[config.mk]
export PLATFORM = sky130hd
export DESIGN_NAME = maxpool_argmax
export DESIGN_NICKNAME = d
export VERILOG_FILES = /design/src/rtl/mp_pkg.sv /design/src/rtl/mp_ram.sv /design/src/rtl/mp_fwd_scan.sv /design/src/rtl/mp_bwd_spread.sv /design/src/rtl/maxpool_argmax.sv
export SDC_FILE = /design/constraint.sdc
export NUM_CORES = 2
export LEC_CHECK = 0
export BUFFER_PORTS_ARGS = -buffer_cell sky130_fd_sc_hd__buf_4
export CAP_MARGIN = 40
export CORE_MARGIN = 2
export CORE_UTILIZATION = 60
export CTS_BUF_LIST = sky130_fd_sc_hd__clkbuf_8
export DETAILED_ROUTE_END_ITERATION = 12
export GPL_TIMING_DRIVEN = 0
export PLACE_DENSITY_LB_ADDON = 0.2
export SYNTH_ARGS = -nofsm -noshare
export SYNTH_HDL_FRONTEND = slang
export SYNTH_SLANG_ARGS = --single-unit
[constraint.sdc]
create_clock -name clk -period 4.7 [get_ports clk]
set_input_delay 0.705 -clock clk [delete_from_list [all_inputs] [get_ports clk]]
set_output_delay 0.705 -clock clk [all_outputs]
set_load 0.03 [all_outputs]
[src/rtl/mp_pkg.sv]
package mp_pkg;
  typedef enum logic [1:0] {BW_IDLE, BW_CLEAR, BW_SPREAD} bw_phase_t;
  localparam int FLOOR_VAL = -999;
endpackage

[src/rtl/mp_ram.sv]
module mp_ram #(
  parameter int DEPTH = 64,
  parameter int DW    = 16,
  parameter int AW    = 6
) (
  input  logic          clk,
  input  logic          we,
  input  logic [AW-1:0] waddr,
  input  logic [DW-1:0] wdata,
  input  logic [AW-1:0] raddr,
  output logic [DW-1:0] rdata
);
  logic [DW-1:0] mem [DEPTH];

  always_ff @(posedge clk) begin
    if (we) mem[waddr] <= wdata;
    rdata <= mem[raddr];
  end
endmodule

[src/rtl/mp_fwd_scan.sv]
module mp_fwd_scan #(
  parameter int W   = 8,
  parameter int H   = 8,
  parameter int K   = 2,
  parameter int DW  = 16,
  parameter int LW  = 16,
  parameter int AW  = 6,
  parameter int PAW = 4
) (
  input  logic           clk,
  input  logic           rst,
  input  logic           go,
  output logic [AW-1:0]  src_raddr,
  input  logic [DW-1:0]  src_rdata,
  output logic           out_we,
  output logic [PAW-1:0] out_addr,
  output logic [DW-1:0]  out_val,
  output logic [LW-1:0]  out_loc,
  output logic           fin
);
  localparam int OW = W / K;
  localparam int OH = H / K;
  localparam logic signed [DW-1:0] FLOOR = DW'(mp_pkg::FLOOR_VAL);

  logic run;
  int   oi, oj, wc, wr;
  int   col, row;
  logic w_first, w_last, all_last;

  // stage 1: address issued, data arrives next cycle
  logic           s1_v, s1_first, s1_last, s1_final;
  logic [LW-1:0]  s1_idx;
  logic [PAW-1:0] s1_oaddr;

  logic signed [DW-1:0] run_max, base_max, nmax;
  logic [LW-1:0]        run_loc, base_loc, nloc;
  logic                 take;

  always_comb begin
    col       = oi * K + wc;
    row       = oj * K + wr;
    src_raddr = AW'(col * H + row);
    w_first   = (wc == 0) && (wr == 0);
    w_last    = (wc == K - 1) && (wr == K - 1);
    all_last  = w_last && (oi == OW - 1) && (oj == OH - 1);
  end

  always_comb begin
    base_max = s1_first ? FLOOR  : run_max;
    base_loc = s1_first ? s1_idx : run_loc;
    take     = $signed(src_rdata) > base_max;
    nmax     = take ? $signed(src_rdata) : base_max;
    nloc     = take ? s1_idx : base_loc;
  end

  always_ff @(posedge clk) begin
    if (rst) begin
      run      <= 1'b0;
      oi       <= 0;
      oj       <= 0;
      wc       <= 0;
      wr       <= 0;
      s1_v     <= 1'b0;
      s1_first <= 1'b0;
      s1_last  <= 1'b0;
      s1_final <= 1'b0;
      s1_idx   <= '0;
      s1_oaddr <= '0;
      run_max  <= '0;
      run_loc  <= '0;
      out_we   <= 1'b0;
      out_addr <= '0;
      out_val  <= '0;
      out_loc  <= '0;
      fin      <= 1'b0;
    end else begin
      s1_v     <= run;
      s1_first <= w_first;
      s1_last  <= w_last;
      s1_final <= all_last;
      s1_idx   <= LW'(col * H + row);
      s1_oaddr <= PAW'(oi * OH + oj);

      if (go) begin
        run <= 1'b1;
        oi  <= 0;
        oj  <= 0;
        wc  <= 0;
        wr  <= 0;
      end else if (run) begin
        if (all_last) run <= 1'b0;
        if (wr == K - 1) begin
          wr <= 0;
          if (wc == K - 1) begin
            wc <= 0;
            if (oj == OH - 1) begin
              oj <= 0;
              oi <= oi + 1;
            end else begin
              oj <= oj + 1;
            end
          end else begin
            wc <= wc + 1;
          end
        end else begin
          wr <= wr + 1;
        end
      end

      if (s1_v) begin
        run_max <= nmax;
        run_loc <= nloc;
      end
      out_we   <= s1_v && s1_last;
      out_addr <= s1_oaddr;
      out_val  <= nmax;
      out_loc  <= nloc;
      fin      <= s1_v && s1_final;
    end
  end
endmodule

[src/rtl/mp_bwd_spread.sv]
module mp_bwd_spread
  import mp_pkg::*;
#(
  parameter int W   = 8,
  parameter int H   = 8,
  parameter int K   = 2,
  parameter int DW  = 16,
  parameter int LW  = 16,
  parameter int AW  = 6,
  parameter int PAW = 4
) (
  input  logic           clk,
  input  logic           rst,
  input  logic           go,
  output logic [PAW-1:0] lg_raddr,
  input  logic [LW-1:0]  loc_rdata,
  input  logic [DW-1:0]  gin_rdata,
  output logic           g_we,
  output logic [AW-1:0]  g_waddr,
  output logic [DW-1:0]  g_wdata,
  output logic           fin
);
  localparam int NPIX = W * H;
  localparam int NOUT = (W / K) * (H / K);

  bw_phase_t ph;
  int        cnt;
  logic      s_v, s_last;

  always_comb lg_raddr = PAW'(cnt);

  always_ff @(posedge clk) begin
    if (rst) begin
      ph      <= BW_IDLE;
      cnt     <= 0;
      s_v     <= 1'b0;
      s_last  <= 1'b0;
      g_we    <= 1'b0;
      g_waddr <= '0;
      g_wdata <= '0;
      fin     <= 1'b0;
    end else begin
      s_v    <= 1'b0;
      s_last <= 1'b0;
      g_we   <= 1'b0;
      fin    <= 1'b0;
      case (ph)
        BW_IDLE: begin
          if (go) begin
            ph  <= BW_CLEAR;
            cnt <= 0;
          end
        end
        BW_CLEAR: begin
          g_we    <= 1'b1;
          g_waddr <= AW'(cnt);
          g_wdata <= '0;
          if (cnt == NPIX - 1) begin
            ph  <= BW_SPREAD;
            cnt <= 0;
          end else begin
            cnt <= cnt + 1;
          end
        end
        BW_SPREAD: begin
          s_v    <= 1'b1;
          s_last <= (cnt == NOUT - 1);
          if (cnt == NOUT - 1) begin
            ph  <= BW_IDLE;
            cnt <= 0;
          end else begin
            cnt <= cnt + 1;
          end
        end
        default: ph <= BW_IDLE;
      endcase

      if (s_v) begin
        g_we    <= (loc_rdata < LW'(NPIX));
        g_waddr <= AW'(loc_rdata);
        g_wdata <= gin_rdata;
        fin     <= s_last;
      end
    end
  end
endmodule

[src/rtl/maxpool_argmax.sv]
module maxpool_argmax #(
  parameter  int W    = 8,
  parameter  int H    = 8,
  parameter  int K    = 2,
  parameter  int DW   = 16,
  parameter  int LW   = 16,
  localparam int NPIX = W * H,
  localparam int NOUT = (W / K) * (H / K),
  localparam int AW   = (NPIX > 1) ? $clog2(NPIX) : 1,
  localparam int PAW  = (NOUT > 1) ? $clog2(NOUT) : 1
) (
  input  logic           clk,
  input  logic           rst,
  input  logic           ld_we,
  input  logic           ld_sel,
  input  logic [AW-1:0]  ld_addr,
  input  logic [DW-1:0]  ld_data,
  input  logic           mode,
  input  logic           start,
  output logic           busy,
  output logic           done,
  input  logic [PAW-1:0] pool_raddr,
  output logic [DW-1:0]  pool_q,
  output logic [LW-1:0]  loc_q,
  input  logic [AW-1:0]  grad_raddr,
  output logic [DW-1:0]  grad_q
);
  logic go_f, go_b;
  logic [AW-1:0]  f_raddr;
  logic [DW-1:0]  src_q;
  logic           f_we, f_fin;
  logic [PAW-1:0] f_addr;
  logic [DW-1:0]  f_val;
  logic [LW-1:0]  f_loc;
  logic [PAW-1:0] b_raddr;
  logic [LW-1:0]  b_loc_q;
  logic [DW-1:0]  gin_q;
  logic           g_we, b_fin;
  logic [AW-1:0]  g_waddr;
  logic [DW-1:0]  g_wdata;

  always_comb begin
    go_f = start && !busy && !mode;
    go_b = start && !busy && mode;
  end

  always_ff @(posedge clk) begin
    if (rst) begin
      busy <= 1'b0;
      done <= 1'b0;
    end else begin
      done <= f_fin || b_fin;
      if (go_f || go_b)      busy <= 1'b1;
      else if (f_fin || b_fin) busy <= 1'b0;
    end
  end

  mp_ram #(.DEPTH(NPIX), .DW(DW), .AW(AW)) u_src (
    .clk(clk), .we(ld_we && !ld_sel), .waddr(ld_addr), .wdata(ld_data),
    .raddr(f_raddr), .rdata(src_q));

  mp_ram #(.DEPTH(NOUT), .DW(DW), .AW(PAW)) u_gin (
    .clk(clk), .we(ld_we && ld_sel), .waddr(ld_addr[PAW-1:0]), .wdata(ld_data),
    .raddr(b_raddr), .rdata(gin_q));

  mp_ram #(.DEPTH(NOUT), .DW(DW), .AW(PAW)) u_pool (
    .clk(clk), .we(f_we), .waddr(f_addr), .wdata(f_val),
    .raddr(pool_raddr), .rdata(pool_q));

  // two identical location copies: copy 0 for the host, copy 1 for the scatter engine
  for (genvar c = 0; c < 2; c++) begin : g_loc
    logic [PAW-1:0] ra;
    logic [LW-1:0]  rq;
    assign ra = (c == 0) ? pool_raddr : b_raddr;
    mp_ram #(.DEPTH(NOUT), .DW(LW), .AW(PAW)) u_ram (
      .clk(clk), .we(f_we), .waddr(f_addr), .wdata(f_loc),
      .raddr(ra), .rdata(rq));
  end
  assign loc_q   = g_loc[0].rq;
  assign b_loc_q = g_loc[1].rq;

  mp_ram #(.DEPTH(NPIX), .DW(DW), .AW(AW)) u_grad (
    .clk(clk), .we(g_we), .waddr(g_waddr), .wdata(g_wdata),
    .raddr(grad_raddr), .rdata(grad_q));

  mp_fwd_scan #(.W(W), .H(H), .K(K), .DW(DW), .LW(LW), .AW(AW), .PAW(PAW)) u_fwd (
    .clk(clk), .rst(rst), .go(go_f), .src_raddr(f_raddr), .src_rdata(src_q),
    .out_we(f_we), .out_addr(f_addr), .out_val(f_val), .out_loc(f_loc), .fin(f_fin));

  mp_bwd_spread #(.W(W), .H(H), .K(K), .DW(DW), .LW(LW), .AW(AW), .PAW(PAW)) u_bwd (
    .clk(clk), .rst(rst), .go(go_b), .lg_raddr(b_raddr), .loc_rdata(b_loc_q),
    .gin_rdata(gin_q), .g_we(g_we), .g_waddr(g_waddr), .g_wdata(g_wdata), .fin(b_fin));
endmodule

Word level (Yosys, flattened, before mapping)
Memories as Yosys holds them, arrays and structs flattened. A register that Yosys moved wholly into a read port is not among the register bits.
Index checks and enable logic that the tools add are counted.
- flip-flop bits (word level): 285
- bits in writable memories: 3072
- bits of input ports: 38
- output and inout port bits: 50
- logic and storage cells: 123
- memories kept: 6
- $add $sub $neg: 9
- order comparisons: 2
- eq/ne operators: 11
- multiplexer cells: 35
- bitwise operators: 2
- reduce and logical (&&, ||, !) cells: 30
- memories (memory ; words ; bits a word ; rd ports ; clocked after Yosys merged registers in ; write ports ; line ; text):
    u_grad.mem ; 64 ; 16 ; 1 ; 1 ; 1 ; mp_ram.sv:13 ; logic [DW-1:0] mem [DEPTH];
    u_src.mem ; 64 ; 16 ; 1 ; 1 ; 1 ; mp_ram.sv:13 ;
    g_loc[0].u_ram.mem ; 16 ; 16 ; 1 ; 1 ; 1 ; mp_ram.sv:13 ;
    g_loc[1].u_ram.mem ; 16 ; 16 ; 1 ; 1 ; 1 ; mp_ram.sv:13 ;
    u_gin.mem ; 16 ; 16 ; 1 ; 1 ; 1 ; mp_ram.sv:13 ;
    u_pool.mem ; 16 ; 16 ; 1 ; 1 ; 1 ; mp_ram.sv:13 ;
- operator list (kind ; count):
    $mux 32 ; 6
    $add 32x2->32 const B ; 5
    $mux 16 ; 6
    $pmux 32 s3 ; 1
    $eq 32x2->1 const B ; 2
    $eq 32x3->1 const B ; 2
    $logic_not 32->1 ; 2
    $add 16x16->16 ; 2
    $eq 32x5->1 const B ; 1
    $eq 32x7->1 const B ; 1
    $gt 16x16->1 ; 1
    $lt 16x7->1 const B ; 1
    $mux 1 ; 16
    $add 13x13->13 ; 1
    $mux 6 ; 2
    $logic_and 1x1->1 ; 11
    $mux 2 ; 3
    $pmux 2 s3 ; 1
    $reduce_and 3->1 ; 2
    $reduce_or 2->1 ; 3
    $add 4x4->4 ; 1
    $ne 2x1->1 const B ; 2
    $reduce_and 2->1 ; 2
    $reduce_and 4->1 ; 1
    9 further kinds ; 14

Longest topological paths before layout
- word-level depth: 7
- mapped depth: 20
- mapped depth without buffers: 20

By module
Synthesis repeated with hierarchy kept, for this count alone.
- cells, all modules: 7013
- area total of the unflattened synthesis: 134094.9 um^2
- modules (own cells, without submodules) (module ; instances ; cells each ; area an instance (um^2) ; seq. area each (um^2)):
    mp_ram (u_grad ...) ; 2 ; 1829 ; 40042.2 ; 31069.8
    mp_ram (g_loc[0].u_ram ...) ; 3 ; 432 ; 10043.4 ; 8007.7
    mp_fwd_scan ; 1 ; 1271 ; 10859.2 ; 4464.3
    mp_ram (g_loc[1].u_ram) ; 1 ; 432 ; 10042.1 ; 8007.7
    mp_bwd_spread ; 1 ; 344 ; 2884.0 ; 1201.2
    maxpool_argmax ; 1 ; 12 ; 95.1 ; 40.0

Least setup slack after synthesis
No wires, ideal clock.
- path type: register to register
- from: register u_fwd.oi[0] (netlist name)
- to: register u_fwd.s1_idx[15]
- setup time: 0.128 ns
- arrival: 3.557 ns
- required time: 4.572 ns
- slack: 1.016 ns
- cell stages (with the launch flop): 21
- path buffers: 0
- period minus slack after synthesis: 3.684 ns
- cell sequence: dfxtp_1 > ha_1 > inv_1 > fa_1 > nor2b_1 > o21ai_0 > a21boi_0 > o21ai_0 > a21oi_1 > nor2_1 > xor2_1 > fa_1 > inv_1 > ha_1 > nand2_1 > nor2_1 > nand3_1 > o2111ai_1 > o211ai_1 > xnor3_1 > nor2_1
- cells in the longest elaborated chain, start to end: 2
- ends and longest elaborated chain (item ; line ; text):
    start, declared ; mp_fwd_scan.sv:26 ; int oi, oj, wc, wr;
    start signal, assigned ; mp_fwd_scan.sv:98 ; oi <= oi + 1;
    $add 13x13->13 ; mp_fwd_scan.sv:40 ; col = oi * K + wc;
    $add 16x16->16 ; n/a ;
    end signal, assigned ; mp_fwd_scan.sv:81 ; s1_idx <= LW'(col * H + row);
    end, declared ; mp_fwd_scan.sv:32 ; logic [LW-1:0] s1_idx;
No other way between the ends.
A chain may end at the register's enable or synchronous reset.

Worst setup path after layout
- from: register u_fwd.oj[0] (netlist name)
- to: register u_src.rdata[15], read port of u_src.mem
- cells in the longest elaborated chain, start to end: 2
- ends and longest elaborated chain (item ; line ; text):
    start, declared ; mp_fwd_scan.sv:26 ;
    start signal, assigned ; mp_fwd_scan.sv:100 ; oj <= oj + 1;
    $add 16x16->16 ; mp_fwd_scan.sv:41 ; row = oj * K + wr;
    $add 16x16->16 ; mp_fwd_scan.sv:42 ; src_raddr = AW'(col * H + row);
    via f_raddr[1] ; maxpool_argmax.sv:29 ; logic [AW-1:0] f_raddr;
    end, declared ; mp_ram.sv:11 ; output logic [DW-1:0] rdata
The timed path passes the listed nets, and every way through them passes these cells.

==> tab_implementation.tex <==
\begin{tabular}{lr}
\hline
Metric & Value \\
\hline
\multicolumn{2}{l}{\textbf{Run status}} \\
\quad Run status & finished, final reports clean \\
\multicolumn{2}{l}{\textbf{Floorplan}} \\
\quad Width of the die & 460 um \\
\quad Rows & 167 \\
\quad Overall die height & 460 um \\
\quad Standard cell core area & 207000 um\^{}2 \\
\quad Initial standard-cell utilization of the core & 60.3\% \\
\quad Total I/O pin count & 88 \\
\quad DIE AREA & 211000 um\^{}2 \\
\multicolumn{2}{l}{\textbf{Placement}} \\
\quad Worst setup timing slack at the placement stage & 0.190 ns \\
\quad Port buffer count & 74 \\
\quad Final Wtd Congestion & 0.878 \\
\quad Half-perimeter wire length after placement & 201 mm \\
\quad Placed insts & 9027 \\
\quad Total placed instance area & 133000 um\^{}2 \\
\multicolumn{2}{l}{\textbf{Global route}} \\
\quad Largest net degree at the start of global routing & 81 \\
\quad Routing usage on met3 & 5.61\% \\
\quad Number of global-route vias before repair & 64400 \\
\quad Global-route layer with the greatest usage & met2 \\
\quad Global Route met2 Usage & 44.6\% \\
\quad GRT overflow & 0 \\
\quad GRT Util Overall & 28.5\% \\
\quad Met1 Track Usage GR & 40.4\% \\
\quad Wire length of the first global-routing pass & 434 mm \\
\quad Initial antenna violation count & 24 \\
\multicolumn{2}{l}{\textbf{Finish}} \\
\quad Area growth from synthesis to layout & 14.2\% \\
\quad Final non-filler cell total & 9947 \\
\quad Finished Core Util & 68.8\% \\
\quad Register Area & 92200 um\^{}2 \\
\quad Post-layout nets & 6937 \\
\quad Multi-input logic area & 31300 um\^{}2 \\
\quad Number of fill cells in the layout & 12500 \\
\quad Final design instance area without fill & 142000 um\^{}2 \\
\quad Fraction of layout instances using a drive strength above 1 & 31.1\% \\
\multicolumn{2}{l}{\textbf{Critical path}} \\
\quad Critical path buffer and inverter count & 3 \\
\quad Required @ worst endpoint & 5.63 ns \\
\quad Crit path capture type & register \\
\quad Dominant delay contributor by cell family on the critical path & buffers and inverters \\
\quad Kind of start point of the critical path & register \\
\quad WP data arrival & 5.56 ns \\
\quad Critical Path Fanout Max & 10 \\
\quad Category of the critical setup timing path & reg -> reg \\
\quad CP Cell Sequence & ha\_1 -> clkbuf\_1 -> clkbuf\_1 -> clkbuf\_1 -> mux4\_2 -> mux4\_2 -> mux4\_2 \\
\quad Biggest cell delay along the critical path & 0.75 ns \\
\quad Slowest library cell on the worst path & sky130\_fd\_sc\_hd\_\_clkbuf\_1 \\
\multicolumn{2}{l}{\textbf{Synthesis}} \\
\quad Main synth FF type & sky130\_fd\_sc\_hd\_\_edfxtp\_1 \\
\quad Cells taking the most area after synthesis & sky130\_fd\_sc\_hd\_\_edfxtp\_1 68\%, sky130\_fd\_sc\_hd\_\_mux4\_2 18\%, sky130\_fd\_sc\_hd\_\_dfxtp\_1 6.1\%, sky130\_fd\_sc\_hd\_\_nor2\_1 1.3\%, sky130\_fd\_sc\_hd\_\_xnor2\_1 0.70\% \\
\quad Library cell with the largest summed area after synthesis & sky130\_fd\_sc\_hd\_\_edfxtp\_1 \\
\quad Most numerous cell types in the synthesized netlist & 2816 x sky130\_fd\_sc\_hd\_\_edfxtp\_1, 992 x sky130\_fd\_sc\_hd\_\_mux4\_2, 416 x sky130\_fd\_sc\_hd\_\_nor2\_1, 381 x sky130\_fd\_sc\_hd\_\_dfxtp\_1, 162 x sky130\_fd\_sc\_hd\_\_clkbuf\_1 \\
\quad Register bit count reported by yosys & 3197 \\
\quad Number of synthesis warnings & 0 \\
\quad Syn Std Cell Area & 125000 um\^{}2 \\
\quad Share of synthesized area occupied by flip-flops and latches & 74.0\% \\
\quad Cell with the most instances after synthesis & sky130\_fd\_sc\_hd\_\_edfxtp\_1 \\
\quad Ys async rst share & 0\% \\
\quad Number of flops mapped to enable cells by yosys & 2816 \\
\quad Synthesized area divided by synthesized cell count & 20.9 um\^{}2 \\
\quad Yosys top cell area share & 67.9\% \\
\quad Post-Synthesis Net Count & 6080 \\
\quad Distinct cells, synth & 63 \\
\quad Post-Synthesis Cells & 5973 \\
\multicolumn{2}{l}{\textbf{Clock tree}} \\
\quad Maximum root-to-sink buffer count & 4 \\
\quad Clock sink total & 3197 \\
\quad Insertion delay to the later sink of the worst-skew pair & 1.18 ns \\
\quad Number of buffers created by CTS & 496 \\
\quad Clock-pin transition on the worst setup and hold timing paths & 0.06 ns \\
\quad CTS tree & built \\
\quad Number of H-tree levels & 5 \\
\quad Cell at the root of the clock tree & sky130\_fd\_sc\_hd\_\_clkbuf\_8 \\
\multicolumn{2}{l}{\textbf{Timing}} \\
\quad Clock tree skew after final layout & 0.118 ns \\
\quad Final setup TNS & 0 ns \\
\quad Final hold viol count & 0 \\
\quad Relative slew slack & 32.5\% \\
\quad Setup repair after global routing missed its margin & false \\
\quad Final cycle utilization of the critical path & 98.5\% \\
\quad Transition at the pin with the smallest max-transition slack & 1.01 ns \\
\quad Number of setup violations in the final report & 0 \\
\quad Peak Freq & 216 MHz \\
\quad Min setup slack post-route & 0.0682 ns \\
\quad Final period demand of the worst path & 4.63 ns \\
\quad Total count of max-transition violations in the final report & 0 \\
\multicolumn{2}{l}{\textbf{Route}} \\
\quad Average routed wire per standard cell & 29.9 um \\
\quad Drt drc & 0 \\
\quad Mean number of vias per cell & 6.42 \\
\quad Total Wirelength & 298 mm \\
\quad Initial detailed-routing violation count & 7890 \\
\quad Pre-Repair DR Iteration Count & 8 \\
\quad Count of nets left with antenna violations after detail routing & 0 \\
\quad Number of vias after detailed routing & 63800 \\
\multicolumn{2}{l}{\textbf{Power and ir drop}} \\
\quad Combinational share of power & 6.4\% \\
\quad Switching portion of total power & 22.7\% \\
\quad Power per Cell Area & 398 nW/um\^{}2 \\
\quad Static power due to leakage & 44.1 nW \\
\quad Net switching power of the design & 12.9 mW \\
\quad P\_int & 43.8 mW \\
\quad Worst voltage drop across the vdd grid & 344 uV \\
\quad Clk network pwr share & 38.2\% \\
\quad Sequential fraction of design power & 55.3\% \\
\multicolumn{2}{l}{\textbf{Worst hold path}} \\
\quad Worst Hold Class & in -> reg \\
\multicolumn{2}{l}{\textbf{Job}} \\
\quad Max Cap Violations & 0 \\
\hline
\end{tabular}
timing repair:
action	4_1_cts	5_1_grt
setup endpoints to repair	0	1
setup buffers	0	0
hold buffers	7	0
endpoints found under the hold margin	61	0
resized for setup	0	1
sequential cells by signal (all words and copies together) (netlist names), 32 cells and up:
register / cells
u_grad.mem: 1024
u_src.mem: 1024
g_loc.u_ram.mem: 256
u_gin.mem: 256
u_pool.mem: 256
g_loc.u_ram.rdata: 32
u_bwd.cnt: 32
u_fwd.oi: 32
u_fwd.oj: 32
u_fwd.wc: 32
u_fwd.wr: 32
per-stage QoR:
step	power, mW	hold slack (ns)
after global placement	35.3	0.421
final	56.6	0.151
after global routing	58.4	0.133
after CTS	57.0	0.0587
after detailed placement	35.6	0.419
after floorplan	34.0	0.406
cells by family (layout without fill, tap and decap cells):
group / Yosys count / count (layout) / synth area share [%]
AO/OA/AOI/OAI: 191 / 191 / 0.981
XOR/XNOR: 158 / 158 / 1.12
adder cells (fa/ha/maj): 69 / 69 / 0.778
buffers and inverters: 393 / 1660 / 1.28
flip-flops: 3197 / 3197 / 74.0
multiplexers: 1024 / 1024 / 18.2
other: 0 / 3 / 0
AND/OR/NAND/NOR: 941 / 941 / 3.62
cell type report:
type	instances	share of cell area, %
flip-flops and latches	3197	64.8
multi-input cells	2383	22.0
clock buffers	537	5.19
repair buffers	359	3.24
well taps	2704	2.38
clock inverters	371	1.28
plain buffers	303	0.882
inverters	90	0.237
diodes	3	0.00528
cell usage in the layout (no fill, tap or decap), types with 97 or more instances in the layout:
cell                       instances
sky130_fd_sc_hd__buf_4            97
sky130_fd_sc_hd__buf_8           157
sky130_fd_sc_hd__clkbuf_1        162
sky130_fd_sc_hd__clkbuf_8        537
sky130_fd_sc_hd__clkinv_1        126
sky130_fd_sc_hd__dfxtp_1         365
sky130_fd_sc_hd__edfxtp_1       2816
sky130_fd_sc_hd__inv_1           240
sky130_fd_sc_hd__mux4_2          992
sky130_fd_sc_hd__nand2_1         126
sky130_fd_sc_hd__nor2_1          265
sky130_fd_sc_hd__nor2_2          139
sky130_fd_sc_hd__xnor2_1          98
path summary, 6_finish.rpt:
kind,from,endpoint,slack [ns],cells after the start
max,u_fwd.oj[0],u_src.rdata[15],0.07,7
min,ld_data[3],u_src.mem[31][3],0.15,2
max reg2reg,u_fwd.oj[0],u_src.rdata[15],0.07,7
min reg2reg,u_fwd.s1_oaddr[0],u_fwd.out_addr[0],0.42,1
power groups by stage:
stage,combinational (mW),sequential (mW),clock (mW)
3_5_place_dp,3.65,31.9,0
2_1_floorplan,2.05,32.0,0
3_3_place_gp,3.30,32.0,0
4_1_cts,3.66,31.3,22.0
6_report,3.64,31.3,21.7
5_1_grt,3.83,31.4,23.2
metal layers:
metal	vias to the layer above	share of wire [%]
met1	33300	39
met3	608	9.0
met2	3372	48
li1	26500	-
met5	-	0.044
met4	20	4.0
Power figures use the tool's default switching activity.
